`src/rtl/f2i_pkg.sv`:
```
package f2i_pkg;
  localparam int SP_EXP_W = 8;
  localparam int SP_MAN_W = 23;

  typedef struct packed {
    logic inv;
    logic prec;
  } cvt_status_t;
endpackage

```
`src/rtl/f2i_unpack.sv`:
```
module f2i_unpack #(
  parameter int EXP_W = 8,
  parameter int MAN_W = 23,
  localparam int FP_W = EXP_W + MAN_W + 1
) (
  input  logic [FP_W-1:0]  fp_bits,
  output logic             sign,
  output logic [EXP_W-1:0] expo,
  output logic [MAN_W-1:0] mant,
  output logic             is_special,
  output logic             is_zero_exp
);
  assign sign        = fp_bits[FP_W-1];
  assign expo        = fp_bits[MAN_W +: EXP_W];
  assign mant        = fp_bits[MAN_W-1:0];
  assign is_special  = &expo;
  assign is_zero_exp = ~|expo;
endmodule

```
`src/rtl/f2i_trunc.sv`:
```
module f2i_trunc
  import f2i_pkg::*;
#(
  parameter int EXP_W = 8,
  parameter int MAN_W = 23,
  parameter int INT_W = 32
) (
  input  logic             sign,
  input  logic [EXP_W-1:0] expo,
  input  logic [MAN_W-1:0] mant,
  input  logic             is_special,
  input  logic             is_zero_exp,
  output logic [INT_W-1:0] result,
  output cvt_status_t      status
);
  localparam int WIDE_W = INT_W + MAN_W;
  localparam logic [EXP_W-1:0] BIAS_E = {1'b0, {(EXP_W-1){1'b1}}};
  localparam logic [EXP_W-1:0] LIM_E  = BIAS_E + EXP_W'(INT_W - 1);
  localparam logic [INT_W-1:0] INDEF  = {1'b1, {(INT_W-1){1'b0}}};

  logic [EXP_W-1:0]  sh_amt;
  logic [WIDE_W-1:0] wide;
  logic [INT_W-1:0]  mag;
  logic              below_one;
  logic              too_big;
  logic              min_neg;

  assign below_one = expo < BIAS_E;
  assign too_big   = expo >= LIM_E;
  assign min_neg   = sign && (expo == LIM_E) && (mant == '0);
  assign sh_amt    = expo - BIAS_E;
  assign wide      = {{(INT_W-1){1'b0}}, 1'b1, mant} << sh_amt;
  assign mag       = wide[MAN_W +: INT_W];

  always_comb begin
    result = '0;
    status = '0;
    if (is_special) begin
      result     = INDEF;
      status.inv = 1'b1;
    end else if (is_zero_exp) begin
      status.prec = |mant;
    end else if (below_one) begin
      status.prec = 1'b1;
    end else if (too_big) begin
      result     = INDEF;
      status.inv = !min_neg;
    end else begin
      status.prec = |wide[MAN_W-1:0];
      result      = sign ? (~mag + 1'b1) : mag;
    end
  end
endmodule

```
`src/rtl/f2i_trunc_cvt.sv`:
```
module f2i_trunc_cvt
  import f2i_pkg::*;
#(
  parameter int VEC_W = 128,
  parameter int EXP_W = SP_EXP_W,
  parameter int MAN_W = SP_MAN_W,
  parameter int INT_W = 32
) (
  input  logic             clk,
  input  logic             rst,
  input  logic             in_valid,
  input  logic [VEC_W-1:0] in_vec,
  input  logic             mask_inv,
  input  logic             mask_prec,
  input  logic             clr_sticky,
  output logic             out_valid,
  output logic [INT_W-1:0] out_result,
  output logic             out_inv,
  output logic             out_prec,
  output logic             sticky_inv,
  output logic             sticky_prec,
  output logic             exc_req
);
  localparam int FP_W = EXP_W + MAN_W + 1;

  logic             f_sign;
  logic [EXP_W-1:0] f_expo;
  logic [MAN_W-1:0] f_mant;
  logic             f_special;
  logic             f_zero_exp;
  logic [INT_W-1:0] c_result;
  cvt_status_t      c_status;
  cvt_status_t      new_st;

  f2i_unpack #(.EXP_W(EXP_W), .MAN_W(MAN_W)) u_unpack (
    .fp_bits    (in_vec[FP_W-1:0]),
    .sign       (f_sign),
    .expo       (f_expo),
    .mant       (f_mant),
    .is_special (f_special),
    .is_zero_exp(f_zero_exp)
  );

  f2i_trunc #(.EXP_W(EXP_W), .MAN_W(MAN_W), .INT_W(INT_W)) u_trunc (
    .sign       (f_sign),
    .expo       (f_expo),
    .mant       (f_mant),
    .is_special (f_special),
    .is_zero_exp(f_zero_exp),
    .result     (c_result),
    .status     (c_status)
  );

  assign new_st = in_valid ? c_status : '0;

  always_ff @(posedge clk) begin
    if (rst) begin
      out_valid   <= 1'b0;
      out_result  <= '0;
      out_inv     <= 1'b0;
      out_prec    <= 1'b0;
      exc_req     <= 1'b0;
      sticky_inv  <= 1'b0;
      sticky_prec <= 1'b0;
    end else begin
      out_valid   <= in_valid;
      if (in_valid) begin
        out_result <= c_result;
        out_inv    <= c_status.inv;
        out_prec   <= c_status.prec;
      end
      exc_req     <= (new_st.inv && !mask_inv) || (new_st.prec && !mask_prec);
      sticky_inv  <= (sticky_inv  && !clr_sticky) || new_st.inv;
      sticky_prec <= (sticky_prec && !clr_sticky) || new_st.prec;
    end
  end

  // status flags are mutually exclusive
  a_r7_flags_exclusive: assert property (@(posedge clk) disable iff (rst)
    out_valid |-> !(out_inv && out_prec));

  // invalid always carries the sentinel
  a_r4_indef_on_invalid: assert property (@(posedge clk) disable iff (rst)
    (out_valid && out_inv) |-> (out_result == {1'b1, {(INT_W-1){1'b0}}}));

  // one-cycle latency, single pulse per operand
  a_r8_valid_follows: assert property (@(posedge clk) disable iff (rst)
    in_valid |=> out_valid);
  a_r8_no_spurious: assert property (@(posedge clk) disable iff (rst)
    !in_valid |=> !out_valid);

  // a reported status is reflected in the sticky copy
  a_r9_sticky_inv: assert property (@(posedge clk) disable iff (rst)
    (out_valid && out_inv) |-> sticky_inv);
  a_r9_sticky_prec: assert property (@(posedge clk) disable iff (rst)
    (out_valid && out_prec) |-> sticky_prec);

  // request only alongside a result carrying some status
  a_r10_req_with_status: assert property (@(posedge clk) disable iff (rst)
    exc_req |-> (out_valid && (out_inv || out_prec)));
endmodule

```
`config.mk`:
```
export PLATFORM = sky130hd
export DESIGN_NAME = f2i_trunc_cvt
export DESIGN_NICKNAME = d
export VERILOG_FILES = /design/src/rtl/f2i_pkg.sv /design/src/rtl/f2i_unpack.sv /design/src/rtl/f2i_trunc.sv /design/src/rtl/f2i_trunc_cvt.sv
export SDC_FILE = /design/constraint.sdc
export NUM_CORES = 1
export LEC_CHECK = 0
export ABC_AREA = 1
export BUFFER_PORTS_ARGS = -buffer_cell sky130_fd_sc_hd__buf_2
export CORE_AREA = 3 3 111 113
export CTS_CLUSTER_SIZE = 12
export DETAILED_ROUTE_END_ITERATION = 8
export DIE_AREA = 0 0 114 116
export PLACE_DENSITY = 0.77
export SYNTH_ARGS = -nofsm -noshare
export SYNTH_HDL_FRONTEND = slang
export SYNTH_HIERARCHICAL = 1
export SYNTH_SLANG_ARGS = --single-unit
```
`constraint.sdc`:
```
create_clock -name clk -period 3.66 [get_ports clk]
set_clock_uncertainty 0.15 [all_clocks]
set_input_delay 0.366 -clock clk [delete_from_list [all_inputs] [get_ports clk]]
set_output_delay 0.366 -clock clk [all_outputs]
set_load 0.1 [all_outputs]
```
-- Word level (Yosys, flattened, before mapping)
Cells that the tools add are included.
W data, S select, Z words.
- bitwise operators: 1
- magnitude comparators: 2
- equality and inequality tests: 1
- shift-type cells: 1
- add/sub/neg operators: 2
- multiplexer cells: 14
- reductions and logical operators: 18
- operators with widths (cell ; count):
    $mux W32 ; 5
    $shl A24 B8 Y55 ; 1
    $reduce_or A23 Y1 ; 2
    $add A32 B1 Y32 const B ; 1
    $not A32 Y32 ; 1
    $logic_not A23 Y1 ; 1
    $eq A8 B8 Y1 const B ; 1
    $ge A8 B8 Y1 const B ; 1
    $lt A8 B7 Y1 const B ; 1
    $mux W1 ; 8
    $reduce_and A8 Y1 ; 1
    $reduce_or A8 Y1 ; 1
    $sub A8 B7 Y8 const B ; 1
    $logic_and A1 B1 Y1 ; 6
    $logic_not A1 Y1 ; 4
    $logic_or A1 B1 Y1 ; 3
    $mux W2 ; 1
- output and inout bits: 38
- word-level logic and storage cells: 46
- register bits after elaboration: 38

-- Longest topological paths before layout
Gate-level depths: netlist (run 1).
- depth after elaboration: 11
- depth in mapped cells: 28
- gate-level depth less buffers: 26

-- Hierarchy
Netlist (run 1), hierarchy kept.
- modules (own cells, without submodules) (module ; area each (um^2) ; instances ; cells each):
    f2i_trunc ; 3697.3 ; 1 ; 801
    f2i_trunc_cvt ; 1407.6 ; 1 ; 163
    f2i_unpack ; 307.8 ; 1 ; 50

-- Worst setup path before layout (run 1)
OpenSTA, ideal clock, no wires.
- path kind: input -> register
- from: in in_vec[23]
- to: reg out_result[26]
- arrival time: 3274 ps
- buffers on the path: 5
- setup slack: 170 ps
- stages: 25
- path through: buf_4 inv_2 buf_2 buf_2 ha_1 inv_1 buf_2 buf_1 nand3_1 nand3_1 nand3_1 nand3_1 nand2_1 inv_1 ha_1 nand3_1 inv_1 nand3_1 nor2_1 nand3_1 nand3_1 nand2_1 nor2_1 nand2_1 a21oi_2
- word-level cells in the longest chain between the ends: 9
- elaborated cells on any way between the ends: 13
- ends and longest elaborated chain (item ; RTL line ; RTL):
    start, declared ; f2i_trunc_cvt.sv:12 ; input logic [VEC_W-1:0] in_vec,
    $sub A8 B7 Y8 ; f2i_trunc.sv:31 ; assign sh_amt = expo - BIAS_E;
    $shl A24 B8 Y55 ; f2i_trunc.sv:32 ; assign wide = {{(INT_W-1){1'b0}}, 1'b1, mant} << sh_amt;
    $not A32 Y32 ; f2i_trunc.sv:50 ; result = sign ? (~mag + 1'b1) : mag;
    $add A32 B1 Y32 ; f2i_trunc.sv:50 ;
    $mux W32 ; f2i_trunc.sv:50 ;
    $mux W32 ; f2i_trunc.sv:45 ; end else if (too_big) begin
    $mux W32 ; f2i_trunc.sv:43 ; end else if (below_one) begin
    $mux W32 ; f2i_trunc.sv:41 ; end else if (is_zero_exp) begin
    $mux W32 (*) ; f2i_trunc.sv:38 ; if (is_special) begin
    via c_result[26] ; f2i_trunc_cvt.sv:31 ; logic [INT_W-1:0] c_result;
    end signal, assigned ; f2i_trunc_cvt.sv:68 ; out_result <= c_result;
    end, declared ; f2i_trunc_cvt.sv:17 ; output logic [INT_W-1:0] out_result,
Mark *: on every way through the listed nets, which the timed path passes. The rest lies on a longest branch.
A chain may end at the register's enable or synchronous reset.

-- Final worst setup path (run 1)
- from: in in_vec[26]
- to: reg out_result[17]
The elaborated chain is that of the path after synthesis.

==> results.ini, run 1 <==
[floorplan]
initial_core_util = 0.474
core_um2 = 11400
rows = 39
dieArea_um2 = 13200
fp.dieW_um = 114
die_y_um = 116
ios = 172

[final_layout]
num-fill-cells = 1285
drive_gt1_frac = 0.146
regArea_um2 = 761
layout_commonest_cell = nand2_1
final_util = 0.513
final_cell_mix = nand2_1 (296), nand3_1 (210), nor2_1 (96), buf_2 (75), inv_1 (69)
nNetsFinal = 1169
syn2layout_area_growth_pct = 8.16
multiInputGateArea_um2 = 3820
antennaDiodeCount = 0

[detailed_routing]
finalWirelength_um = 17300
wl_per_cell_um = 14.7
post-route-drc-count = 0
via_per_inst = 5.60
drtIter0Drc = 707
num_vias = 6580
firstDrtPassIters = 6
ant_nets = 0

[synthesis]
synthArstFlopShare = 0
ys_types = 42
synth-seq-cells = 38
synth_edf_count = 0
syn_area_um2 = 5410
yosysWarnings = 6
synth_nets = 1151
ys.flop_type = dfxtp_1
yosysSeqAreaShare = 0.141
synth_cells = 1014
syn_area_per_cell_um2 = 5.34

[sta]
worst_slew_pin_slew_ps = 752
finalHoldViolCount = 0
worst_slew_margin_rel = 0.499
fin_crit_ps = 3330
fin_tns_setup_ps = 0
slew_viol_final = 0
finalCritPeriodShare = 0.910
fmax_ghz = 0.300
rsz0062_at_grt = false
setup_viol = 0

[critical_path]
crit_family = simple AND/OR/NAND/NOR gates
critical_path_buf_inv_count = 2
crit_end = out_result[17]$_SDFFE_PP0P_
path_depth = 22
rrSetupSlack_ps = 2900
r2r_end = out_result[3]$_SDFFE_PP0P_
crit_start = in_vec[26]
critPathKind = in -> reg
r2r-start = out_result[3]$_SDFFE_PP0P_
max_stage_delay_ps = 270
cp_slowest_cell = a21oi_2
crit_path_end_kind = register
required_ps = 3720
critical_path_peak_fanout = 20
cp-start-kind = input port
arrival_ps = 3390
crit_chain = buf_2 -> nand2_1 -> nor2_1 -> nand3_1 -> buf_4 -> nand4_1 -> nand3_1 -> nand3_1 -> nand3_1 -> nand2_1 -> nand2_1 -> a21oi_2 -> nand2_1 -> nor2_1 -> nand3_2 -> nand2_2 -> o21ai_1 -> nand2_1 -> nand2_1 -> nor2_1 -> nand2_1 -> a21oi_2
worstRegToRegCells = 2
cp_common_cell = nand2_1

[power_and_ir_drop]
switchingPower_mw = 0.923
leakagePower_nw = 2.96
combPwrFrac = 0.542
swShare = 0.480
powerDensity_nw_per_um2 = 328
ir_worst_vdd_v = 0.000219
seqPwrFrac = 0.229
pwr-share-clk = 0.229
p_int_mw = 1.00

[clock_tree]
cts.reportedPaths.clkPinSlew_ps = 60
cts.sinks = 38
hold_buffers = 0
cts_tree = built
numCtsBuffers = 5
cts_setup_buffers = 0
clk_latency_ps = 280
clk_path_buf_depth = 2
ctsHtreeMaxLevel = 2
ctsResizeCount = 0
root_buffer = clkbuf_16

[global_routing]
grt_pass1_wl_um = 28400
grt_overflow = 0
grt_max_degree = 39
first_global_vias = 5813
grtUsageTotal = 0.261
antenna_found_initial = 0

[run_status]
status = finished clean

[placement]
dp_hpwl_um = 13700
portBuffers = 75
place_congestion = 0.987

[min_path]
hold_path.class = in -> reg
whs_path_depth = 4

[job]
cap_viol_max_count = 0

[power by group through the flow]
| stage | Combinational, mW | Sequential (mW) | Clock [mW] |
|---|---|---|---|
| 3_3_place_gp | 1.02 | 0.450 | 0 |
| 2_1_floorplan | 0.668 | 0.585 | 0 |
| 6_report | 1.04 | 0.441 | 0.440 |
| 5_1_grt | 1.15 | 0.443 | 0.467 |
| 3_5_place_dp | 1.02 | 0.450 | 0 |
| 4_1_cts | 1.03 | 0.441 | 0.450 |
[registers in the layout, summed over array words and instances, names as in the netlist]
signal,cells
exc_req,1
out_inv,1
out_prec,1
out_result,32
out_valid,1
sticky_inv,1
sticky_prec,1
[how the worst min path moves through the flow]
stage	start	slack, ps	end
2_1_floorplan	mask_prec	390	exc_req$_SDFF_PP0_
3_3_place_gp	out_result[9]$_SDFFE_PP0P_	290	out_result[9]$_SDFFE_PP0P_
3_5_place_dp	sticky_inv$_SDFF_PP0_	300	sticky_inv$_SDFF_PP0_
4_1_cts	clr_sticky	190	sticky_inv$_SDFF_PP0_
5_1_grt	clr_sticky	210	sticky_inv$_SDFF_PP0_
6_report	clr_sticky	190	sticky_inv$_SDFF_PP0_
[cells by family (layout without fill, tap and decap cells)]
logic type | count (synthesis) | in the layout | synth area share
AO/OA/AOI/OAI | 130 | 130 | 0.134
XOR/XNOR | 2 | 2 | 0.00462
adder cells (fa/ha/maj) | 3 | 3 | 0.00694
buffers and inverters | 166 | 185 | 0.156
flip-flops | 38 | 38 | 0.141
AND/OR/NAND/NOR | 675 | 675 | 0.558
[cells in the mapped netlist, drive strengths merged (6+ instances only)]
cell	number	area, um^2
a21oi	72	405
buf	73	489
nand4	33	213
clkbuf	15	56.3
inv	76	293
nor2	100	414
dfxtp	38	761
o21ai	47	235
nor3	10	55.1
nor4	6	37.5
nand3	211	1060
nand2	308	1190
[worst reg2reg max path, cell delays in order, from the launching register on]
cell	delay (ps)
dfxtp_1	340
nand2_1	60
a21oi_1	130
[metal layers]
| metal | part of all wire | vias up | GRT usage |
|---|---|---|---|
| li1 | - | 3376 | - |
| met1 | 0.45 | 2914 | 0.364 |
| met2 | 0.45 | 255 | 0.411 |
| met3 | 0.069 | 35 | 0.0345 |
| met4 | 0.032 | 0 | 0.0966 |
| met5 | 0 | - | 0 |
[area by class of cell]
type | count | share of cell area
timing repair buffer | 99 | 0.110
sequential | 38 | 0.130
clock inverter | 2 | 0.00214
tap | 143 | 0.0306
inverter | 78 | 0.0513
multi-input combinational | 810 | 0.652
clock buffer | 6 | 0.0237
[through the flow]
stage	setup WS [ps]	instance area, um^2	total power [mW]	instances	hold slack, ps
after floorplan	170	5410	1.25	1014	387
after global placement	125	5700	1.47	1168	295
after detailed placement	147	5700	1.47	1168	298
after CTS	434	5850	1.92	1176	191
after global routing	9.43	5850	2.06	1176	208
final	329	5850	1.92	1176	193
Note: power is estimated with default switching activity, not from simulation.
==> inputs of run 2 (changes only) <==
--- a/config.mk
+++ b/config.mk
@@ -7,10 +7,10 @@
 export LEC_CHECK = 0
 export ABC_AREA = 1
 export BUFFER_PORTS_ARGS = -buffer_cell sky130_fd_sc_hd__buf_2
-export CORE_AREA = 3 3 111 113
+export CORE_AREA = 2 2 110 112
 export CTS_CLUSTER_SIZE = 12
 export DETAILED_ROUTE_END_ITERATION = 8
-export DIE_AREA = 0 0 114 116
+export DIE_AREA = 0 0 112 114
 export PLACE_DENSITY = 0.77
 export SYNTH_ARGS = -nofsm -noshare
 export SYNTH_HDL_FRONTEND = slang
==> run 2 against run 1 <==
  * Sequential power hardly changed
  * Final cell count grew 0.26%
  * Wire length down 2.9%
  * Largest cell class unchanged
  * Highest routed layer unchanged
==> results.ini, run 2 (same netlist as run 1, synthesis figures left out) <==
[clock_tree]
cts_setup_buffers = 0
clk_path_buf_depth = 2
root_buffer = clkbuf_16
numCtsBuffers = 5
ctsResizeCount = 0
cts.sinks = 38
cts.reportedPaths.clkPinSlew_ps = 60
clk_latency_ps = 280
ctsHtreeMaxLevel = 2
hold_buffers = 0
cts_tree = built

[sta]
setup_ws_ps = 373
finalHoldViolCount = 0
worst_slew_margin_rel = 0.485
worst_slew_pin_slew_ps = 772
fin_crit_ps = 3290
finalCritPeriodShare = 0.898
fin_tns_setup_ps = 0
rsz0062_at_grt = false
fmax_ghz = 0.304
setup_viol = 0
slew_viol_final = 0

[placement]
place_inst = 1171
dp_hpwl_um = 13300
portBuffers = 75
dp_slack_ps = 163
place_congestion = 1.04

[final_layout]
drive_gt1_frac = 0.145
largest_reg_flops = 32
final_cell_mix = nand2_1 (296), nand3_1 (210), nor2_1 (96), buf_2 (75), inv_1 (69)
fin_cells = 1179
regMostFlops = out_result
layout_commonest_cell = nand2_1
nNetsFinal = 1168
syn2layout_area_growth_pct = 7.74
antennaDiodeCount = 0

[floorplan]
core_um2 = 11700
dieArea_um2 = 12800
initial_core_util = 0.462
fp.dieW_um = 112
die_y_um = 114
ios = 172
rows = 40

[detailed_routing]
ant_nets = 0
finalWirelength_um = 16800
wl_per_cell_um = 14.2
num_vias = 6619
via_per_inst = 5.61
firstDrtPassIters = 6
drtIter0Drc = 741
post-route-drc-count = 0

[min_path]
hold_path.class = in -> reg

[power_and_ir_drop]
powerDensity_nw_per_um2 = 347
ir_worst_vdd_v = 0.000268
leakagePower_nw = 2.96

[global_routing]
antenna_found_initial = 0
grt_overflow = 0
grt_pass1_wl_um = 28100
first_global_vias = 5818
grtUsageTotal = 0.264
grt_max_degree = 39

[critical_path]
required_ps = 3720
crit_path_end_kind = register
arrival_ps = 3340
critical_path_peak_fanout = 20
critPathKind = in -> reg
cp-start-kind = input port

[run_status]
status = finished clean

[job]
cap_viol_max_count = 0

==> run 2: where the power goes <==
group          switching (mW)  internal [mW]
Combinational           0.738          0.284
Clock                   0.169          0.391
Sequential            0.00870          0.433
==> run 2: final cells by class <==
class,count,area [um^2]
sequential,38,761
clock inverter,3,68.8
inverter,78,300
multi-input combinational,810,3820
clock buffer,5,125
tap,147,184
fill,1316,5880
timing repair buffer,98,573
==> run 2: final timing paths <==
| kind | from | end | slack, ps | depth (start not counted) |
|---|---|---|---|---|
| worst min register to register | out_result[4]$_SDFFE_PP0P_ | out_result[4]$_SDFFE_PP0P_ | 310 | 2 |
| worst max-delay path | in_vec[26] | out_result[24]$_SDFFE_PP0P_ | 370 | 23 |
| worst max register to register | out_result[23]$_SDFFE_PP0P_ | out_result[23]$_SDFFE_PP0P_ | 2910 | 2 |
| worst min-delay path | clr_sticky | sticky_prec$_SDFF_PP0_ | 190 | 4 |
==> run 2: worst max-delay path: stages <==
cell     delay, ps
buf_2          150
nand2_1        110
nor2_1         170
nand3_1        150
buf_4          240
nand4_1        130
nand3_1        120
nand3_1        130
nand3_1        150
nand3_1        110
nand2_1         50
inv_1          120
ha_1           180
nand3_1        120
nor2_1         180
nand3_1        110
nand2_1        200
nand3_1        130
nand2_1         80
nand2_1         40
nor2_1          90
nand2_1         60
a21oi_1        170
==> run 2: metal layers <==
metal | wire length, um | global-route usage | up-vias
met4 | 424 | 0.0764 | 0
met1 | 7510 | 0.364 | 2918
met2 | 7620 | 0.440 | 301
li1 | - | - | 3367
met5 | 0 | 0 | -
met3 | 1240 | 0.0276 | 33
==> run 2: metrics by stage <==
step / instance area (um^2) / utilization / total power, mW / hold WS, ps
2_1_floorplan: 5410 / - / 1.25 / 387
3_3_place_gp: 5640 / 0.481 / 1.44 / 295
3_5_place_dp: 5640 / 0.481 / 1.45 / 301
4_1_cts: 5830 / 0.498 / 2.01 / 193
5_1_grt: 5830 / 0.498 / 2.16 / 215
6_report: 5830 / 0.498 / 2.02 / 193
